File: src/rtl/steer_pkg.sv
package steer_pkg;
  localparam int N_SLOTS = 5;
  localparam int CLS_W   = 3;
  localparam int N_Q     = 8;
  localparam int CUT_W   = $clog2(N_SLOTS);
  localparam int BR_SLOT = N_SLOTS - 1;

  typedef enum logic [CLS_W-1:0] {
    CLS_LS    = 3'd0,
    CLS_FX    = 3'd1,
    CLS_FP    = 3'd2,
    CLS_CR    = 3'd3,
    CLS_BR    = 3'd4,
    CLS_VPERM = 3'd5,
    CLS_VALU  = 3'd6,
    CLS_RSV   = 3'd7
  } cls_e;

  localparam int Q_LSFX0 = 0;
  localparam int Q_LSFX1 = 1;
  localparam int Q_FP0   = 2;
  localparam int Q_FP1   = 3;
  localparam int Q_CR    = 4;
  localparam int Q_BR    = 5;
  localparam int Q_VPERM = 6;
  localparam int Q_VALU  = 7;
endpackage

File: src/rtl/steer_slot_map.sv
module steer_slot_map
  import steer_pkg::*;
#(
  parameter int SLOT = 0
) (
  input  logic             vld_i,
  input  logic [CLS_W-1:0] cls_i,
  output logic             legal_o,
  output logic [N_Q-1:0]   qsel_o
);
  // slots 1,2 feed the second queue of a pair; 0,3 the first
  localparam bit PAIR_HI = (SLOT == 1) || (SLOT == 2);
  localparam bit BR_POS  = (SLOT == BR_SLOT);
  localparam bit CR_POS  = (SLOT <= 1);
  localparam int Q_SH    = PAIR_HI ? Q_LSFX1 : Q_LSFX0;
  localparam int Q_F     = PAIR_HI ? Q_FP1 : Q_FP0;

  logic           legal;
  logic [N_Q-1:0] q;

  always_comb begin
    legal = 1'b0;
    q     = '0;
    case (cls_e'(cls_i))
      CLS_LS, CLS_FX: if (!BR_POS) begin legal = 1'b1; q[Q_SH] = 1'b1; end
      CLS_FP:         if (!BR_POS) begin legal = 1'b1; q[Q_F]  = 1'b1; end
      CLS_CR:         if (CR_POS)  begin legal = 1'b1; q[Q_CR] = 1'b1; end
      CLS_BR:         if (BR_POS)  begin legal = 1'b1; q[Q_BR] = 1'b1; end
      CLS_VPERM:      if (!BR_POS) begin legal = 1'b1; q[Q_VPERM] = 1'b1; end
      CLS_VALU:       if (!BR_POS) begin legal = 1'b1; q[Q_VALU]  = 1'b1; end
      default: ;
    endcase
  end

  assign legal_o = legal;
  assign qsel_o  = (vld_i && legal) ? q : '0;
endmodule

File: src/rtl/steer_crack_cut.sv
module steer_crack_cut
  import steer_pkg::*;
(
  input  logic [N_SLOTS-1:0] vld_i,
  input  logic [N_SLOTS-1:0] crk_i,
  input  logic [N_SLOTS-1:0] legal_i,
  output logic               cut_vld_o,
  output logic [CUT_W-1:0]   cut_idx_o
);
  logic [N_SLOTS-1:0] bad;

  for (genvar s = 0; s < N_SLOTS; s++) begin : g_bad
    if (s == N_SLOTS - 1) begin : g_last
      assign bad[s] = vld_i[s] & crk_i[s];
    end else begin : g_mid
      assign bad[s] = vld_i[s] & crk_i[s] &
                      ~(vld_i[s+1] & legal_i[s] & legal_i[s+1]);
    end
  end

  // lowest failing pair wins
  always_comb begin
    cut_vld_o = 1'b0;
    cut_idx_o = '0;
    for (int s = N_SLOTS - 1; s >= 0; s--) begin
      if (bad[s]) begin
        cut_vld_o = 1'b1;
        cut_idx_o = CUT_W'(s);
      end
    end
  end
endmodule

File: src/rtl/dispatch_steer.sv
module dispatch_steer
  import steer_pkg::*;
(
  input  logic                          clk_i,
  input  logic                          rst_ni,
  input  logic [N_SLOTS-1:0]            slot_vld_i,
  input  logic [N_SLOTS-1:0][CLS_W-1:0] slot_cls_i,
  input  logic [N_SLOTS-1:0]            slot_crk_i,
  output logic [N_SLOTS-1:0][N_Q-1:0]   slot_qsel_o,
  output logic                          viol_o,
  output logic                          close_o,
  output logic [CUT_W-1:0]              cut_o
);
  logic [N_SLOTS-1:0]          legal;
  logic [N_SLOTS-1:0]          keep;
  logic [N_SLOTS-1:0][N_Q-1:0] qsel_c;
  logic [N_SLOTS-1:0][N_Q-1:0] qsel_n;
  logic                        cut_vld;
  logic [CUT_W-1:0]            cut_idx;
  logic                        viol_n;

  for (genvar s = 0; s < N_SLOTS; s++) begin : g_slot
    steer_slot_map #(.SLOT(s)) u_map (
      .vld_i   (slot_vld_i[s]),
      .cls_i   (slot_cls_i[s]),
      .legal_o (legal[s]),
      .qsel_o  (qsel_c[s])
    );
    assign keep[s]   = !(cut_vld && (CUT_W'(s) >= cut_idx));
    assign qsel_n[s] = keep[s] ? qsel_c[s] : '0;
  end

  steer_crack_cut u_cut (
    .vld_i     (slot_vld_i),
    .crk_i     (slot_crk_i),
    .legal_i   (legal),
    .cut_vld_o (cut_vld),
    .cut_idx_o (cut_idx)
  );

  assign viol_n = |(slot_vld_i & ~legal & keep);

  always_ff @(posedge clk_i or negedge rst_ni) begin
    if (!rst_ni) begin
      slot_qsel_o <= '0;
      viol_o      <= 1'b0;
      close_o     <= 1'b0;
      cut_o       <= '0;
    end else begin
      slot_qsel_o <= qsel_n;
      viol_o      <= viol_n;
      close_o     <= cut_vld;
      cut_o       <= cut_idx;
    end
  end

  for (genvar s = 0; s < N_SLOTS; s++) begin : g_ast
    AST_QSEL_ONEHOT: assert property (@(posedge clk_i) disable iff (!rst_ni)
      $onehot0(slot_qsel_o[s]));
    AST_IDLE_NO_Q: assert property (@(posedge clk_i) disable iff (!rst_ni)
      !slot_vld_i[s] |=> slot_qsel_o[s] == '0);
  end

  AST_S4_NONBR: assert property (@(posedge clk_i) disable iff (!rst_ni)
    (slot_crk_i == '0 && slot_vld_i[BR_SLOT] && slot_cls_i[BR_SLOT] != CLS_BR)
    |=> viol_o && slot_qsel_o[BR_SLOT] == '0);
  AST_CR_LATE: assert property (@(posedge clk_i) disable iff (!rst_ni)
    (slot_crk_i == '0 && slot_vld_i[2] && slot_cls_i[2] == CLS_CR)
    |=> viol_o && slot_qsel_o[2] == '0);
  AST_PAIR_FIRST: assert property (@(posedge clk_i) disable iff (!rst_ni)
    (slot_crk_i == '0 && slot_vld_i[0] &&
     (slot_cls_i[0] == CLS_LS || slot_cls_i[0] == CLS_FX))
    |=> slot_qsel_o[0][Q_LSFX0]);
  AST_CUT_EMPTY: assert property (@(posedge clk_i) disable iff (!rst_ni)
    (close_o && cut_o < CUT_W'(N_SLOTS)) |-> slot_qsel_o[cut_o] == '0);
  AST_NO_CRK_NO_CLOSE: assert property (@(posedge clk_i) disable iff (!rst_ni)
    slot_crk_i == '0 |=> !close_o);
endmodule

File: config.mk
export PLATFORM = sky130hd
export DESIGN_NAME = dispatch_steer
export DESIGN_NICKNAME = d
export VERILOG_FILES = /design/src/rtl/steer_pkg.sv /design/src/rtl/steer_slot_map.sv /design/src/rtl/steer_crack_cut.sv /design/src/rtl/dispatch_steer.sv
export SDC_FILE = /design/constraint.sdc
export NUM_CORES = 1
export LEC_CHECK = 0
export ABC_AREA = 1
export CAP_MARGIN = 20
export CORE_UTILIZATION = 41
export DETAILED_ROUTE_END_ITERATION = 8
export HOLD_SLACK_MARGIN = 0.03
export PLACE_DENSITY = 0.85
export RECOVER_POWER = 100
export SETUP_SLACK_MARGIN = 0.02
export SYNTH_ARGS = -nofsm -noshare
export SYNTH_HDL_FRONTEND = slang
export SYNTH_SLANG_ARGS = --single-unit
File: constraint.sdc
create_clock -name clk_i -period 1.1 [get_ports clk_i]
set_clock_uncertainty 0.2 [all_clocks]
set_input_delay 0.11 -clock clk_i [delete_from_list [all_inputs] [get_ports clk_i]]
set_output_delay 0.11 -clock clk_i [all_outputs]
set_load 0.02 [all_outputs]
==> reports/metrics.yaml <==
synth:
  synthTopCellsByArea: "dfrtp_1, buf_4, inv_1"
  synth.most_common_cell: "inv_1"
  synth_edf_count: 0
  synth_ff_type: "dfrtp_1"
  yosysWarnings: 0
  ys_seq_area_frac: 0.464
  synth_seq_cells: 24
  ys_async_sr_fraction: 1.00
  yosysUniqueCellTypes: 18
  synthCells: 153
  postSynthAreaPerCell_um2: 8.46
  yosysTopAreaCell: "dfrtp_1"
  syn-cell-area_mm2: 0.00129
  ys_top_cells_by_count: "inv_1, dfrtp_1, nand2_1"
  netlist.area_leader.share: 0.464
global_routing:
  grt_max_degree: 25
  grt.overflow.total: 0
  antenna_found_initial: 0
  grt_usage: 0.267
  grt_pass1_wl_um: 6560
  grt_pass1_vias: 1404
run_status:
  status: "finished with violations"
  violations: "hold timing, setup timing"
routing:
  routedWlPerCell_um: 16.7
  drtIter0Drc: 105
  antenna_left: 0
  viasPerCell: 4.70
  routed_wl_um: 5150
  drc: 0
  drt-pass1-iter-count: 4
  num_vias: 1448
clock_tree:
  h-tree-depth: 1
  clk_pin_slew_ps: 140
  cts_root_buffer: "clkbuf_4"
  cts_max_path_buffers: 2
  cts_tree: "built"
  cts_buffers: 3
  clock_sinks: 24
flow_run:
  drv_cap: 0
power_and_ir_drop:
  peakVddDrop_mv: 0.598
  pwr-share-comb: 0.338
  power.leakage_nw: 1.34
  intPower_mw: 1.64
  p_clk_frac: 0.273
  power_density_mw_per_mm2: 958
  sequentialPowerShare: 0.389
  switching_power_mw: 0.765
  p_sw_frac: 0.317
setup_path:
  crit_family: "flip-flops"
  crit_fanout: 1
  slowest_stage: "dfrtp_1"
  crit_start: "cut_o[0]$_DFF_PN0_"
  crit_chain: "buf_6"
  crit_buf_inv: 1
  cp.required_ps: 790
  worstSetupStartpointType: "flop"
  critPathMaxStageDelay_ps: 430
  critPathKind: "reg -> out"
  arrival_ps: 900
  worst_setup_path_end_kind: "primary output"
floorplan:
  die_h_um: 58.2
  die-area_mm2: 0.00339
  initial_core_util: 0.428
  core_area_mm2: 0.00303
  rows: 20
  io_pins: 72
  die_x_um: 58.2
worst_hold_path:
  min_from: "slot_cls_i[4]"
  hold_class: "in -> reg"
  min_to: "slot_qsel_o[9]$_DFF_PN0_"
  min_path_cells: 2
sta:
  setup_viol: 37
  post-route-period-util: 1.10
  setup_slack_ps: -114
  hold_viol_final: 10
  finalCriticalPeriod_ps: 1210
  rsz0062_at_grt: "true"
  finalMaxSlewViolations: 0
  hold_slack_ps: -233
  fmax_mhz: 823
placement:
  dp_hpwl_um: 2160
  dp_slack_ps: -709
  placement.io_buffers: 50
  place.gp.congestion: 0.856
finish:
  n_fill_cell: 146
  num-nets-final: 292
  diodes: 0
  area_growth_pct: 94.2
  drive_gt1_frac: 0.572
[worst max-delay path by stage]
| stage | depth (start not counted) | end |
|---|---|---|
| 6_report | 1 | cut_o[0] |
| 5_1_grt | 1 | cut_o[0] |
| 4_1_cts | 1 | slot_qsel_o[26] |
| 3_5_place_dp | 12 | slot_qsel_o[24]$_DFF_PN0_ |
| 3_3_place_gp | 12 | slot_qsel_o[24]$_DFF_PN0_ |
| 2_1_floorplan | 9 | slot_qsel_o[31]$_DFF_PN0_ |
[per-stage QoR]
step	power, mW	utilization	TNS, ps	area (µm²)	std cells
floorplan	1.29	-	0	1420	173
global placement	1.51	0.651	-16320	1970	265
detailed placement	1.52	0.651	-17060	1970	265
CTS	2.25	0.768	-1330	2320	294
global route	2.48	0.831	-3430	2510	308
finish	2.41	0.831	-2440	2510	308
[logic make-up (layout without fill, tap and decap cells)]
group,Yosys count,after routing,share of synthesized area
and+or+nand+nor,76,76,0.320
buffers and inverters,50,141,0.206
DFF,24,24,0.464
AOI/OAI and AO/OA,2,2,0.00773
other,1,21,0.00290
[layer usage]
metal  vias to the layer above  routed length, µm  GRT usage
li1                        650                  -          -
met1                       693               2020      0.299
met2                        82               2660      0.476
met3                        23                214     0.0379
met4                         0                255      0.160
met5                         -                  0          0
[area by class of cell]
cell class / instances / area [µm²] / area share
Timing Repair Buffer: 108 / 972 / 0.387
Multi-Input combinational cell: 99 / 698 / 0.278
Sequential cell: 24 / 601 / 0.239
Inverter: 29 / 136 / 0.0542
Clock inverter: 1 / 30.0 / 0.0119
Tap cell: 44 / 55.1 / 0.0219
Clock buffer: 3 / 22.5 / 0.00896
[registers in the layout, summed over array words and instances (netlist names)]
signal       flops
close_o          1
cut_o            3
slot_qsel_o     19
viol_o           1
[what timing repair did]
action | in CTS | in global routing
hold buffers | 4 | 6
setup endpoints to repair | 48 | 48
gates cloned | 0 | 0
buffers inserted | 22 | 9
pin swaps | 26 | 28
resized for setup | 223 | 62
endpoints found under the hold margin | 38 | 17
[power by group through the flow]
stage,Combinational [mW],Sequential (mW),Clock [mW]
3_5_place_dp,0.579,0.943,0
3_3_place_gp,0.568,0.942,0
4_1_cts,0.680,0.933,0.633
6_report,0.813,0.937,0.658
5_1_grt,0.856,0.940,0.682
2_1_floorplan,0.299,0.990,0
[cell usage in the layout, fill, tap and decap left out, types with 2 or more instances in the layout]
master           synthesis  final
nand3_1                 12      5
nand2_2                  6      7
nand2_1                 22     12
a21oi_1                  2      2
nor2_1                  10      9
inv_2                    4     11
inv_1                   25     13
nor3_1                   7      2
dlygate4sd3_1            0     10
nand2_4                  3     12
clkdlybuf4s50_1          0      2
inv_6                    0      2
conb_1                   1     21
buf_6                    0     32
nand3_2                  2      2
buf_8                    0      2
dlygate4sd2_1            0      7
nand3_4                  0      7
nor2_2                   4      3
clkbuf_4                 0      3
nor3_2                   4      9
nor2_4                   1      3
dfrtp_1                 24     24
clkbuf_2                 0      7
nor4_1                   4      4
buf_4                   21     47
inv_4                    0      2
No activity file was read; power rests on OpenSTA's default activity.
